### src/rtl/scsi_ic_pkg.sv
// Shared constants and types for the SCSI initiator command controller.
// Bit positions are fixed by the software-visible register layout.
package scsi_ic_pkg;

    localparam int REG_DW = 8;
    localparam int REG_AW = 2;

    localparam logic [REG_AW-1:0] LOC_ODR  = 2'd0;
    localparam logic [REG_AW-1:0] LOC_CMD  = 2'd1;
    localparam logic [REG_AW-1:0] LOC_MODE = 2'd2;
    localparam logic [REG_AW-1:0] LOC_STAT = 2'd3;

    // command register bit positions
    localparam int CB_RST = 7;
    localparam int CB_AIP = 6;
    localparam int CB_LA  = 5;
    localparam int CB_ACK = 4;
    localparam int CB_BSY = 3;
    localparam int CB_SEL = 2;
    localparam int CB_ATN = 1;
    localparam int CB_DBE = 0;

    // mode register bit positions
    localparam int MB_ARB = 0;
    localparam int MB_TGT = 6;

    // status register bit positions
    localparam int SB_IRQ  = 7;
    localparam int SB_FREE = 6;
    localparam int SB_BSY  = 1;
    localparam int SB_SEL  = 0;

    typedef enum logic [1:0] {
        ARB_IDLE = 2'd0,
        ARB_OWN  = 2'd1,
        ARB_LOST = 2'd2
    } arb_st_e;

    typedef struct packed {
        logic rst;
        logic ack;
        logic bsy;
        logic sel;
        logic atn;
        logic dbe;
    } cmd_bits_t;

endpackage

### src/rtl/scsi_ic_sync.sv
// Multi-stage flip-flop synchroniser for asynchronous bus inputs.
// Assumes each bit is an independent level; no bus coherency is kept.
module scsi_ic_sync #(
    parameter int WIDTH  = 2,
    parameter int STAGES = 2
) (
    input  logic             clk,
    input  logic             rst_n,
    input  logic [WIDTH-1:0] d,
    output logic [WIDTH-1:0] q
);

    logic [WIDTH-1:0] stage_q [STAGES];

    for (genvar s = 0; s < STAGES; s++) begin : g_stage
        if (s == 0) begin : g_first
            // first stage samples the asynchronous input
            always_ff @(posedge clk) begin
                if (!rst_n) stage_q[s] <= '0;
                else        stage_q[s] <= d;
            end
        end else begin : g_next
            // later stages resolve metastability
            always_ff @(posedge clk) begin
                if (!rst_n) stage_q[s] <= '0;
                else        stage_q[s] <= stage_q[s-1];
            end
        end
    end

    assign q = stage_q[STAGES-1];

endmodule

### src/rtl/scsi_ic_busfree.sv
// Bus-free detector: counts consecutive clocks with synchronised BSY and
// SEL both released and saturates at FREE_CYC. Assumes inputs are
// already synchronised. clr holds the count at zero.
module scsi_ic_busfree #(
    parameter int FREE_CYC = 8
) (
    input  logic clk,
    input  logic rst_n,
    input  logic clr,
    input  logic bsy_s,
    input  logic sel_s,
    output logic bus_free
);

    localparam int CW = $clog2(FREE_CYC + 1);
    localparam logic [CW-1:0] CNT_MAX = CW'(FREE_CYC);

    logic [CW-1:0] idle_cnt;

    // count idle clocks, restart on any activity
    always_ff @(posedge clk) begin
        if (!rst_n || clr)             idle_cnt <= '0;
        else if (bsy_s || sel_s)       idle_cnt <= '0;
        else if (idle_cnt != CNT_MAX)  idle_cnt <= idle_cnt + 1'b1;
    end

    assign bus_free = (idle_cnt == CNT_MAX);

endmodule

### src/rtl/scsi_ic_arb.sv
// Arbitration monitor. Leaves idle when arbitration is enabled and the bus
// is free, then drives BSY and the ID. It falls to lost when another device
// raises SEL (SEL not from this block's own command bit). It returns to idle
// only when arbitration is disabled or the bus-reset hold is active.
module scsi_ic_arb
    import scsi_ic_pkg::*;
(
    input  logic clk,
    input  logic rst_n,
    input  logic clr,
    input  logic arb_en,
    input  logic bus_free,
    input  logic sel_s,
    input  logic own_sel,
    output logic aip,
    output logic lost,
    output logic drive,
    output logic lost_evt
);

    arb_st_e st_q, st_d;

    // next-state selection
    always_comb begin
        st_d = st_q;
        unique case (st_q)
            ARB_IDLE: if (arb_en && bus_free)  st_d = ARB_OWN;
            ARB_OWN: begin
                if (!arb_en)                   st_d = ARB_IDLE;
                else if (sel_s && !own_sel)    st_d = ARB_LOST;
            end
            ARB_LOST: if (!arb_en)             st_d = ARB_IDLE;
            default:                           st_d = ARB_IDLE;
        endcase
    end

    // state register
    always_ff @(posedge clk) begin
        if (!rst_n || clr) st_q <= ARB_IDLE;
        else               st_q <= st_d;
    end

    assign aip      = (st_q != ARB_IDLE);
    assign lost     = (st_q == ARB_LOST);
    assign drive    = (st_q == ARB_OWN);
    assign lost_evt = (st_q == ARB_OWN) && (st_d == ARB_LOST) && !clr;

endmodule

### src/rtl/scsi_ic_regs.sv
// Software register file: output data, command and mode storage, the
// interrupt latch and the read multiplexer. The bus-reset bit, once set,
// holds every other stored bit clear. hold_o shares that hold with the
// other sub-blocks. The latch clears only on a read of the status location.
module scsi_ic_regs
    import scsi_ic_pkg::*;
(
    input  logic              clk,
    input  logic              rst_n,
    input  logic              reg_wr,
    input  logic              reg_rd,
    input  logic [REG_AW-1:0] reg_addr,
    input  logic [REG_DW-1:0] reg_wdata,
    input  logic              aip,
    input  logic              lost,
    input  logic              lost_evt,
    input  logic              bus_free,
    input  logic              bsy_s,
    input  logic              sel_s,
    output logic [REG_DW-1:0] reg_rdata,
    output logic [REG_DW-1:0] odr_q,
    output logic [REG_DW-1:0] mode_q,
    output cmd_bits_t         cmd_q,
    output logic              hold_o,
    output logic              irq_q
);

    logic wr_odr, wr_cmd, wr_mode, rd_stat;
    logic rst_d;

    assign wr_odr  = reg_wr && (reg_addr == LOC_ODR);
    assign wr_cmd  = reg_wr && (reg_addr == LOC_CMD);
    assign wr_mode = reg_wr && (reg_addr == LOC_MODE);
    assign rd_stat = reg_rd && (reg_addr == LOC_STAT);

    // next value of the bus-reset bit; other state is cleared when it is 1
    assign rst_d  = wr_cmd ? reg_wdata[CB_RST] : cmd_q.rst;
    assign hold_o = rst_d;

    // bus-reset bit, cleared only by chip reset or a software write
    always_ff @(posedge clk) begin
        if (!rst_n) cmd_q.rst <= 1'b0;
        else        cmd_q.rst <= rst_d;
    end

    // writable command bits other than bus reset
    always_ff @(posedge clk) begin
        if (!rst_n || rst_d) begin
            cmd_q.ack <= 1'b0;
            cmd_q.bsy <= 1'b0;
            cmd_q.sel <= 1'b0;
            cmd_q.atn <= 1'b0;
            cmd_q.dbe <= 1'b0;
        end else if (wr_cmd) begin
            cmd_q.ack <= reg_wdata[CB_ACK];
            cmd_q.bsy <= reg_wdata[CB_BSY];
            cmd_q.sel <= reg_wdata[CB_SEL];
            cmd_q.atn <= reg_wdata[CB_ATN];
            cmd_q.dbe <= reg_wdata[CB_DBE];
        end
    end

    // output data register
    always_ff @(posedge clk) begin
        if (!rst_n || rst_d) odr_q <= '0;
        else if (wr_odr)     odr_q <= reg_wdata;
    end

    // mode register
    always_ff @(posedge clk) begin
        if (!rst_n || rst_d) mode_q <= '0;
        else if (wr_mode)    mode_q <= reg_wdata;
    end

    // interrupt latch: set by bus reset or lost arbitration, cleared on status read
    always_ff @(posedge clk) begin
        if (!rst_n) irq_q <= 1'b0;
        else        irq_q <= (irq_q && !rd_stat) || cmd_q.rst || lost_evt;
    end

    // read multiplexer
    always_comb begin
        reg_rdata = '0;
        unique case (reg_addr)
            LOC_ODR:  reg_rdata = odr_q;
            LOC_MODE: reg_rdata = mode_q;
            LOC_CMD: begin
                reg_rdata[CB_RST] = cmd_q.rst;
                reg_rdata[CB_AIP] = aip;
                reg_rdata[CB_LA]  = lost;
                reg_rdata[CB_ACK] = cmd_q.ack;
                reg_rdata[CB_BSY] = cmd_q.bsy;
                reg_rdata[CB_SEL] = cmd_q.sel;
                reg_rdata[CB_ATN] = cmd_q.atn;
                reg_rdata[CB_DBE] = cmd_q.dbe;
            end
            LOC_STAT: begin
                reg_rdata[SB_IRQ]  = irq_q;
                reg_rdata[SB_FREE] = bus_free;
                reg_rdata[SB_BSY]  = bsy_s;
                reg_rdata[SB_SEL]  = sel_s;
            end
            default: reg_rdata = '0;
        endcase
    end

endmodule

### src/rtl/scsi_init_ctl.sv
// Top of the SCSI initiator command and arbitration controller. It ties the
// register file, the input synchroniser, the bus-free detector and the
// arbitration monitor together and forms the active-high bus strobes.
// Assumes the pads invert the strobes and provide open-drain drive.
module scsi_init_ctl
    import scsi_ic_pkg::*;
#(
    parameter int FREE_CYC    = 8,
    parameter int SYNC_STAGES = 2
) (
    input  logic              clk,
    input  logic              rst_n,
    input  logic              reg_wr,
    input  logic              reg_rd,
    input  logic [REG_AW-1:0] reg_addr,
    input  logic [REG_DW-1:0] reg_wdata,
    output logic [REG_DW-1:0] reg_rdata,
    input  logic              bus_bsy_i,
    input  logic              bus_sel_i,
    output logic              rst_o,
    output logic              ack_o,
    output logic              bsy_o,
    output logic              sel_o,
    output logic              atn_o,
    output logic              dbus_oe_o,
    output logic [REG_DW-1:0] dbus_o,
    output logic              irq_o
);

    logic [REG_DW-1:0] odr_q;
    logic [REG_DW-1:0] mode_q;
    cmd_bits_t         cmd_q;
    logic              hold;
    logic              irq_q;
    logic [1:0]        bus_s;
    logic              bsy_s, sel_s;
    logic              bus_free;
    logic              aip, lost, drive, lost_evt;

    scsi_ic_sync #(.WIDTH(2), .STAGES(SYNC_STAGES)) u_sync (
        .clk   (clk),
        .rst_n (rst_n),
        .d     ({bus_bsy_i, bus_sel_i}),
        .q     (bus_s)
    );

    assign bsy_s = bus_s[1];
    assign sel_s = bus_s[0];

    scsi_ic_busfree #(.FREE_CYC(FREE_CYC)) u_free (
        .clk      (clk),
        .rst_n    (rst_n),
        .clr      (hold),
        .bsy_s    (bsy_s),
        .sel_s    (sel_s),
        .bus_free (bus_free)
    );

    scsi_ic_arb u_arb (
        .clk      (clk),
        .rst_n    (rst_n),
        .clr      (hold),
        .arb_en   (mode_q[MB_ARB]),
        .bus_free (bus_free),
        .sel_s    (sel_s),
        .own_sel  (cmd_q.sel),
        .aip      (aip),
        .lost     (lost),
        .drive    (drive),
        .lost_evt (lost_evt)
    );

    scsi_ic_regs u_regs (
        .clk       (clk),
        .rst_n     (rst_n),
        .reg_wr    (reg_wr),
        .reg_rd    (reg_rd),
        .reg_addr  (reg_addr),
        .reg_wdata (reg_wdata),
        .aip       (aip),
        .lost      (lost),
        .lost_evt  (lost_evt),
        .bus_free  (bus_free),
        .bsy_s     (bsy_s),
        .sel_s     (sel_s),
        .reg_rdata (reg_rdata),
        .odr_q     (odr_q),
        .mode_q    (mode_q),
        .cmd_q     (cmd_q),
        .hold_o    (hold),
        .irq_q     (irq_q)
    );

    assign rst_o     = cmd_q.rst;
    assign ack_o     = cmd_q.ack && !mode_q[MB_TGT];
    assign bsy_o     = cmd_q.bsy || drive;
    assign sel_o     = cmd_q.sel;
    assign atn_o     = cmd_q.atn;
    assign dbus_oe_o = cmd_q.dbe || drive;
    assign dbus_o    = odr_q;
    assign irq_o     = irq_q;

endmodule

### config.mk
export PLATFORM = sky130hd
export DESIGN_NAME = scsi_init_ctl
export DESIGN_NICKNAME = d
export VERILOG_FILES = /design/src/rtl/scsi_ic_pkg.sv /design/src/rtl/scsi_ic_sync.sv /design/src/rtl/scsi_ic_busfree.sv /design/src/rtl/scsi_ic_arb.sv /design/src/rtl/scsi_ic_regs.sv /design/src/rtl/scsi_init_ctl.sv
export SDC_FILE = /design/constraint.sdc
export NUM_CORES = 1
export LEC_CHECK = 0
export BUFFER_PORTS_ARGS = -buffer_cell sky130_fd_sc_hd__buf_2
export CORE_MARGIN = 2
export CORE_UTILIZATION = 52
export DETAILED_ROUTE_END_ITERATION = 16
export GPL_TIMING_DRIVEN = 1
export PLACE_DENSITY = 0.78
export SYNTH_ARGS = -nofsm -noshare
export SYNTH_HDL_FRONTEND = slang
export SYNTH_HIERARCHICAL = 1
export SYNTH_SLANG_ARGS = --single-unit
### constraint.sdc
create_clock -name clk -period 1.5 [get_ports clk]
set_input_delay 0.075 -clock clk [delete_from_list [all_inputs] [get_ports clk]]
set_output_delay 0.075 -clock clk [all_outputs]
set_load 0.03 [all_outputs]
# Yosys cells after proc, flatten, opt, wreduce, memory -nomap -nowiden
# Memory sizes are Yosys's and may differ from the RTL's.
# Cells that the tools add are included.
[totals]
latch_bits = 0
ram_bits = 4
n_memories = 1
romBits = 0
reg_bits = 29
wordCells = 61
input_bits = 16
[memory_table]
columns = ["memory", "depth", "word_bits", "read_ports", "rd_clocked_by_memory_dff", "write_ports", "line", "rtl"]
rows = [
  ["u_sync.stage_q", 2, 2, 2, 0, 2, "scsi_ic_sync.sv:13", "logic [WIDTH-1:0] stage_q [STAGES];"],
]
[op_classes]
n_lt_le_gt_ge = 0
bitwise = 2
n_mux = 13
n_eq_ne = 8
n_div = 0
n_mul = 0
add_sub_neg = 1
n_shift = 0
reduce_logical = 25
[op_table]
columns = ["cell", "count"]
rows = [
  ["$pmux W2 S4", 2],
  ["$mux W2", 6],
  ["$pmux W4 S3", 1],
  ["$logic_and A1 B1 Y1", 10],
  ["$eq A2 B2 Y1 const B", 4],
  ["$logic_or A1 B1 Y1", 6],
  ["$pmux W2 S3", 1],
  ["$logic_not A1 Y1", 5],
  ["$add A4 B1 Y4 const B", 1],
  ["$eq A2 B1 Y1 const B", 2],
  ["$eq A4 B4 Y1 const B", 1],
  ["$logic_not A2 Y1", 2],
  ["$ne A4 B4 Y1 const B", 1],
  ["$mux W1", 3],
  ["$or A1 B1 Y1", 2],
  ["$reduce_bool A2 Y1", 1],
  ["$reduce_or A2 Y1", 1],
]

# Depth between registers and ports, before layout
[depth]
ltp_word = 9
depth_mapped = 6
depth_no_buf = 6

# Hierarchy
# The synthesis kept the hierarchy.
[modules_own_cells]
columns = ["mod", "cells_per_inst", "seq_area_each_um2", "n_inst", "area_each_um2"]
rows = [
  ["scsi_ic_regs", 107, 460.4, 1, 1086.0],
  ["scsi_ic_busfree", 20, 80.1, 1, 200.2],
  ["scsi_ic_arb", 15, 40.0, 1, 125.1],
  ["scsi_ic_sync", 8, 80.1, 1, 105.1],
  ["scsi_init_ctl", 3, 0.0, 1, 18.8],
]

# Worst setup path after synthesis
# Ideal clock, no wire load.
[synth_timing]
kind = "register to output"
from = "register u_free.idle_cnt[0]"
to = "output reg_rdata[6]"
path_stages_with_launch = 6
slack_ps = 35
required_time_ps = 1425
t_arrival_ps = 1390
path_cell_list = "dfxtp_1 inv_1 ha_1 nand3b_1 inv_1 mux4_2"
[synth_via]
elab_chain_cells = 2
[synth_lines]
columns = ["item", "line", "rtl"]
rows = [
  ["start, declared", "scsi_ic_busfree.sv:18", "logic [CW-1:0] idle_cnt;"],
  ["start signal, assigned", "scsi_ic_busfree.sv:24", "else if (idle_cnt != CNT_MAX) idle_cnt <= idle_cnt + 1'b1;"],
  ["$eq A4 B4 Y1", "scsi_ic_busfree.sv:27", "assign bus_free = (idle_cnt == CNT_MAX);"],
  ["net bus_free", "scsi_init_ctl.sv:37", "logic bus_free;"],
  ["$pmux W2 S4", "scsi_ic_regs.sv:84", "unique case (reg_addr)"],
  ["end, declared", "scsi_init_ctl.sv:17", "output logic [REG_DW-1:0] reg_rdata,"],
]
# The timed path passes the listed nets, and every way through them passes these cells.

# Worst setup path in the final report
# Ends and elaborated chain as after synthesis.

==> impl_metrics.env <==
export IMPL_outcome="complete, but fails checks"
export IMPL_violations="setup timing"
export IMPL_firstDrtPassIters=4
export IMPL_async_flop_share_pct=0
export IMPL_hold_slack_ns=0.0130
export IMPL_stdcell_area_sq_mm=0.00195
export IMPL_hold_violations=0
export IMPL_finalWorstSetupSlack_ns=-0.210
export IMPL_relSlewSlack_pct=71.8
export IMPL_report_final_slew_viol_count=0
export IMPL_min_period_ns=1.71
export IMPL_dpl_cell_area_sq_mm=0.00179
export IMPL_synth_top_area_share_pct=43.0
export IMPL_timing_rr_start="u_regs/cmd_q[5]$_SDFF_PN0_"
export IMPL_crit_chain="inv_2 > ha_4 > nand3b_1 > inv_2 > mux4_2 > buf_6"
export IMPL_reg2reg_slack_ns=0.10
export IMPL_start_util_pct=55.2
export IMPL_gp_congestion=0.786
export IMPL_insertion_delay_ns=0.32
export IMPL_grt_usage_pct=23.0
export IMPL_ys_warn_count=6
export IMPL_powerDensity_mw_per_mm2=871
export IMPL_overflow=0
export IMPL_finalSetupViolations=1
export IMPL_io_pins=39
export IMPL_drive_above_1_share_pct=40.7
export IMPL_crit_end="reg_rdata[6]"
export IMPL_antenna_found_initial=0
export IMPL_instances_no_fill=240
export IMPL_cts_clk_slew_worst_paths_ns=0.10
export IMPL_hp_class="in2reg"
export IMPL_portBuffers=38
export IMPL_netlist_area_sq_mm=0.00154
export IMPL_drv_cap=0
export IMPL_crit_fanout=2
export IMPL_first_iter_violations=40
export IMPL_worst_pin_slew_ns=0.422
export IMPL_die_area_sq_mm=0.00340
export IMPL_grt_pass1_wl_microns=5770
export IMPL_endpoint_kind="output pin"
export IMPL_cts_buffers=5
export IMPL_wire_per_inst_microns=14.8
export IMPL_crit_path_max_incr_delay_ns=0.47
export IMPL_place_worst_setup_slack_ns=0.0530
export IMPL_rows=19
export IMPL_multiInputGateArea_sq_um=817
export IMPL_core_sq_mm=0.00278
export IMPL_yosys_top_cells_area="dfxtp_1 (43%), mux2i_1 (12%), mux4_2 (5.9%)"
export IMPL_antenna_cells=0
export IMPL_ir_worst_vdd_mv=0.796
export IMPL_clockBufferDepth=2
export IMPL_die_x_microns=58.3
export IMPL_cpMostUsedCell="inv_2"
export IMPL_dp_cells=226
export IMPL_synth_cell_types=33
export IMPL_ant_nets=0
export IMPL_synth_ff_type="dfxtp_1"
export IMPL_critPathSlowestCell="mux4_2"
export IMPL_fin_setup_tns_ns=-0.210
export IMPL_vias=1289
export IMPL_syn_nets=171
export IMPL_fin_skew_ns=0.00435
export IMPL_mostFrequentLayoutCells="buf_2 (36), dfxtp_1 (30), nor2_1 (19), mux2i_1 (19), buf_4 (15)"
export IMPL_final_util_pct=70.0
export IMPL_nFillCells=217
export IMPL_fmax_mhz=585
export IMPL_layout_cells_most_common="buf_2"
export IMPL_startpoint="u_free/idle_cnt[0]$_SDFFE_PP0P_"
export IMPL_routed_wl_microns=3560
export IMPL_vias_per_cell=5.37
export IMPL_clock_sinks=33
export IMPL_drc=0
export IMPL_area_growth_pct=26.9
export IMPL_ys_seq_elements=33
export IMPL_grt_pass1_vias=1282
export IMPL_register_area_sq_um=664
export IMPL_arrival_ns=1.64
export IMPL_rsz0062_at_grt="yes"
export IMPL_nets=227
export IMPL_r2r_end="u_free/idle_cnt[2]$_SDFFE_PP0P_"
export IMPL_critPathLaunchType="flip-flop"
export IMPL_reg2reg_depth=3
export IMPL_yosysSeqAreaShare_pct=43.0
export IMPL_critPathKind="reg2out"
export IMPL_die_h_microns=58.3
export IMPL_grt_max_degree=22
export IMPL_dpl_hpwl_microns=2440
export IMPL_power_total_mw=1.70
export IMPL_h_tree_depth=2
export IMPL_p_leak_nw=0.920
export IMPL_post_route_period_util_pct=114
export IMPL_yosys_area_top_type="dfxtp_1"
export IMPL_synth_edf_count=0
export IMPL_synthCells=153
export IMPL_cts_root_buf="clkbuf_4"
export IMPL_synth_area_per_cell_sq_um=10.0
export IMPL_worstPathRequired_ns=1.42
export IMPL_tritoncts="yes"
## registers in the layout (all words and copies together), names as in the netlist
name             flops
u_regs/mode_q        8
u_regs/odr_q         8
u_regs/cmd_q         6
u_free/idle_cnt      4
u_sync/stage_q       4
u_arb/st_q           2
u_regs/irq_q         1
## cell usage after synthesis, types with 3 or more instances
library cell / instances
o21ai_0: 5
nor2_1: 19
and2_1: 5
dfxtp_1: 33
buf_6: 3
nand2_1: 12
mux2i_1: 19
a21oi_1: 3
inv_1: 7
nand3_1: 9
nand3b_1: 3
mux4_2: 4
a21oi_2: 6
## timing repair
| item | CTS | global route |
|---|---|---|
| hold buffers | 2 | 0 |
| pin swaps | 2 | 1 |
| setup buffers | 7 | 1 |
| hold endpoints to repair | 2 | 0 |
| resized for setup | 15 | 4 |
| endpoints found under the setup margin | 1 | 4 |
| gates cloned | 0 | 0 |
## routing by layer
layer | global-route usage, % | routed length [microns] | up-vias
li1 | - | - | 634
met4 | 9.63 | 65 | 0
met3 | 5.27 | 235 | 6
met5 | 0 | 0 | -
met2 | 40.3 | 1810 | 49
met1 | 27.0 | 1450 | 600
## kinds of logic (layout without fill, tap and decap cells)
family | count (synthesis) | after routing | share of synthesized area (%)
AND/OR/NAND/NOR | 61 | 61 | 22.5
flip-flops | 33 | 33 | 43.0
multiplexers | 23 | 23 | 18.3
AO/OA/AOI/OAI | 17 | 17 | 7.58
buffers and inverters | 14 | 70 | 5.30
XOR/XNOR | 3 | 3 | 1.71
adder cells (fa/ha/maj) | 2 | 2 | 1.63
## worst max-delay path, delay by kind of cell (launching register included)
family / cells / cell delay [ns]
flops: 1 / 0.35
mux: 1 / 0.47
buf+inv: 3 / 0.24
simple gates: 1 / 0.11
fa+ha+maj: 1 / 0.14
## where the power goes
part	internal (mW)	leakage [nW]	switching, mW
combinational	0.116	0.619	0.155
sequential	0.907	0.270	0.0213
clock	0.221	0.0314	0.276
## worst min-delay path by stage
stage          depth (start not counted)  slack [ns]    startpoint                         endpoint
3_3_place_gp                           2        0.28     bus_bsy_i  u_sync/stage_q[0][1]$_SDFF_PN0_
4_1_cts                                3       0.007  reg_wdata[6]     u_regs/odr_q[6]$_SDFFE_PP0P_
5_1_grt                                3        0.01  reg_wdata[5]    u_regs/mode_q[5]$_SDFFE_PP0P_
3_5_place_dp                           2        0.28     bus_sel_i  u_sync/stage_q[0][0]$_SDFF_PN0_
2_1_floorplan                          1        0.20         rst_n       u_regs/cmd_q[5]$_SDFF_PN0_
6_report                               3        0.01  reg_wdata[6]     u_regs/odr_q[6]$_SDFFE_PP0P_
## cell type report
| type | instances | area share [%] |
|---|---|---|
| Inverter | 7 | 1.35 |
| Multi-Input combinational cell | 106 | 41.9 |
| Clock buffer | 7 | 2.83 |
| Tap cell | 31 | 1.99 |
| Timing Repair Buffer | 56 | 17.8 |
| Sequential cell | 33 | 34.1 |
Power figures use the tool's default switching activity.
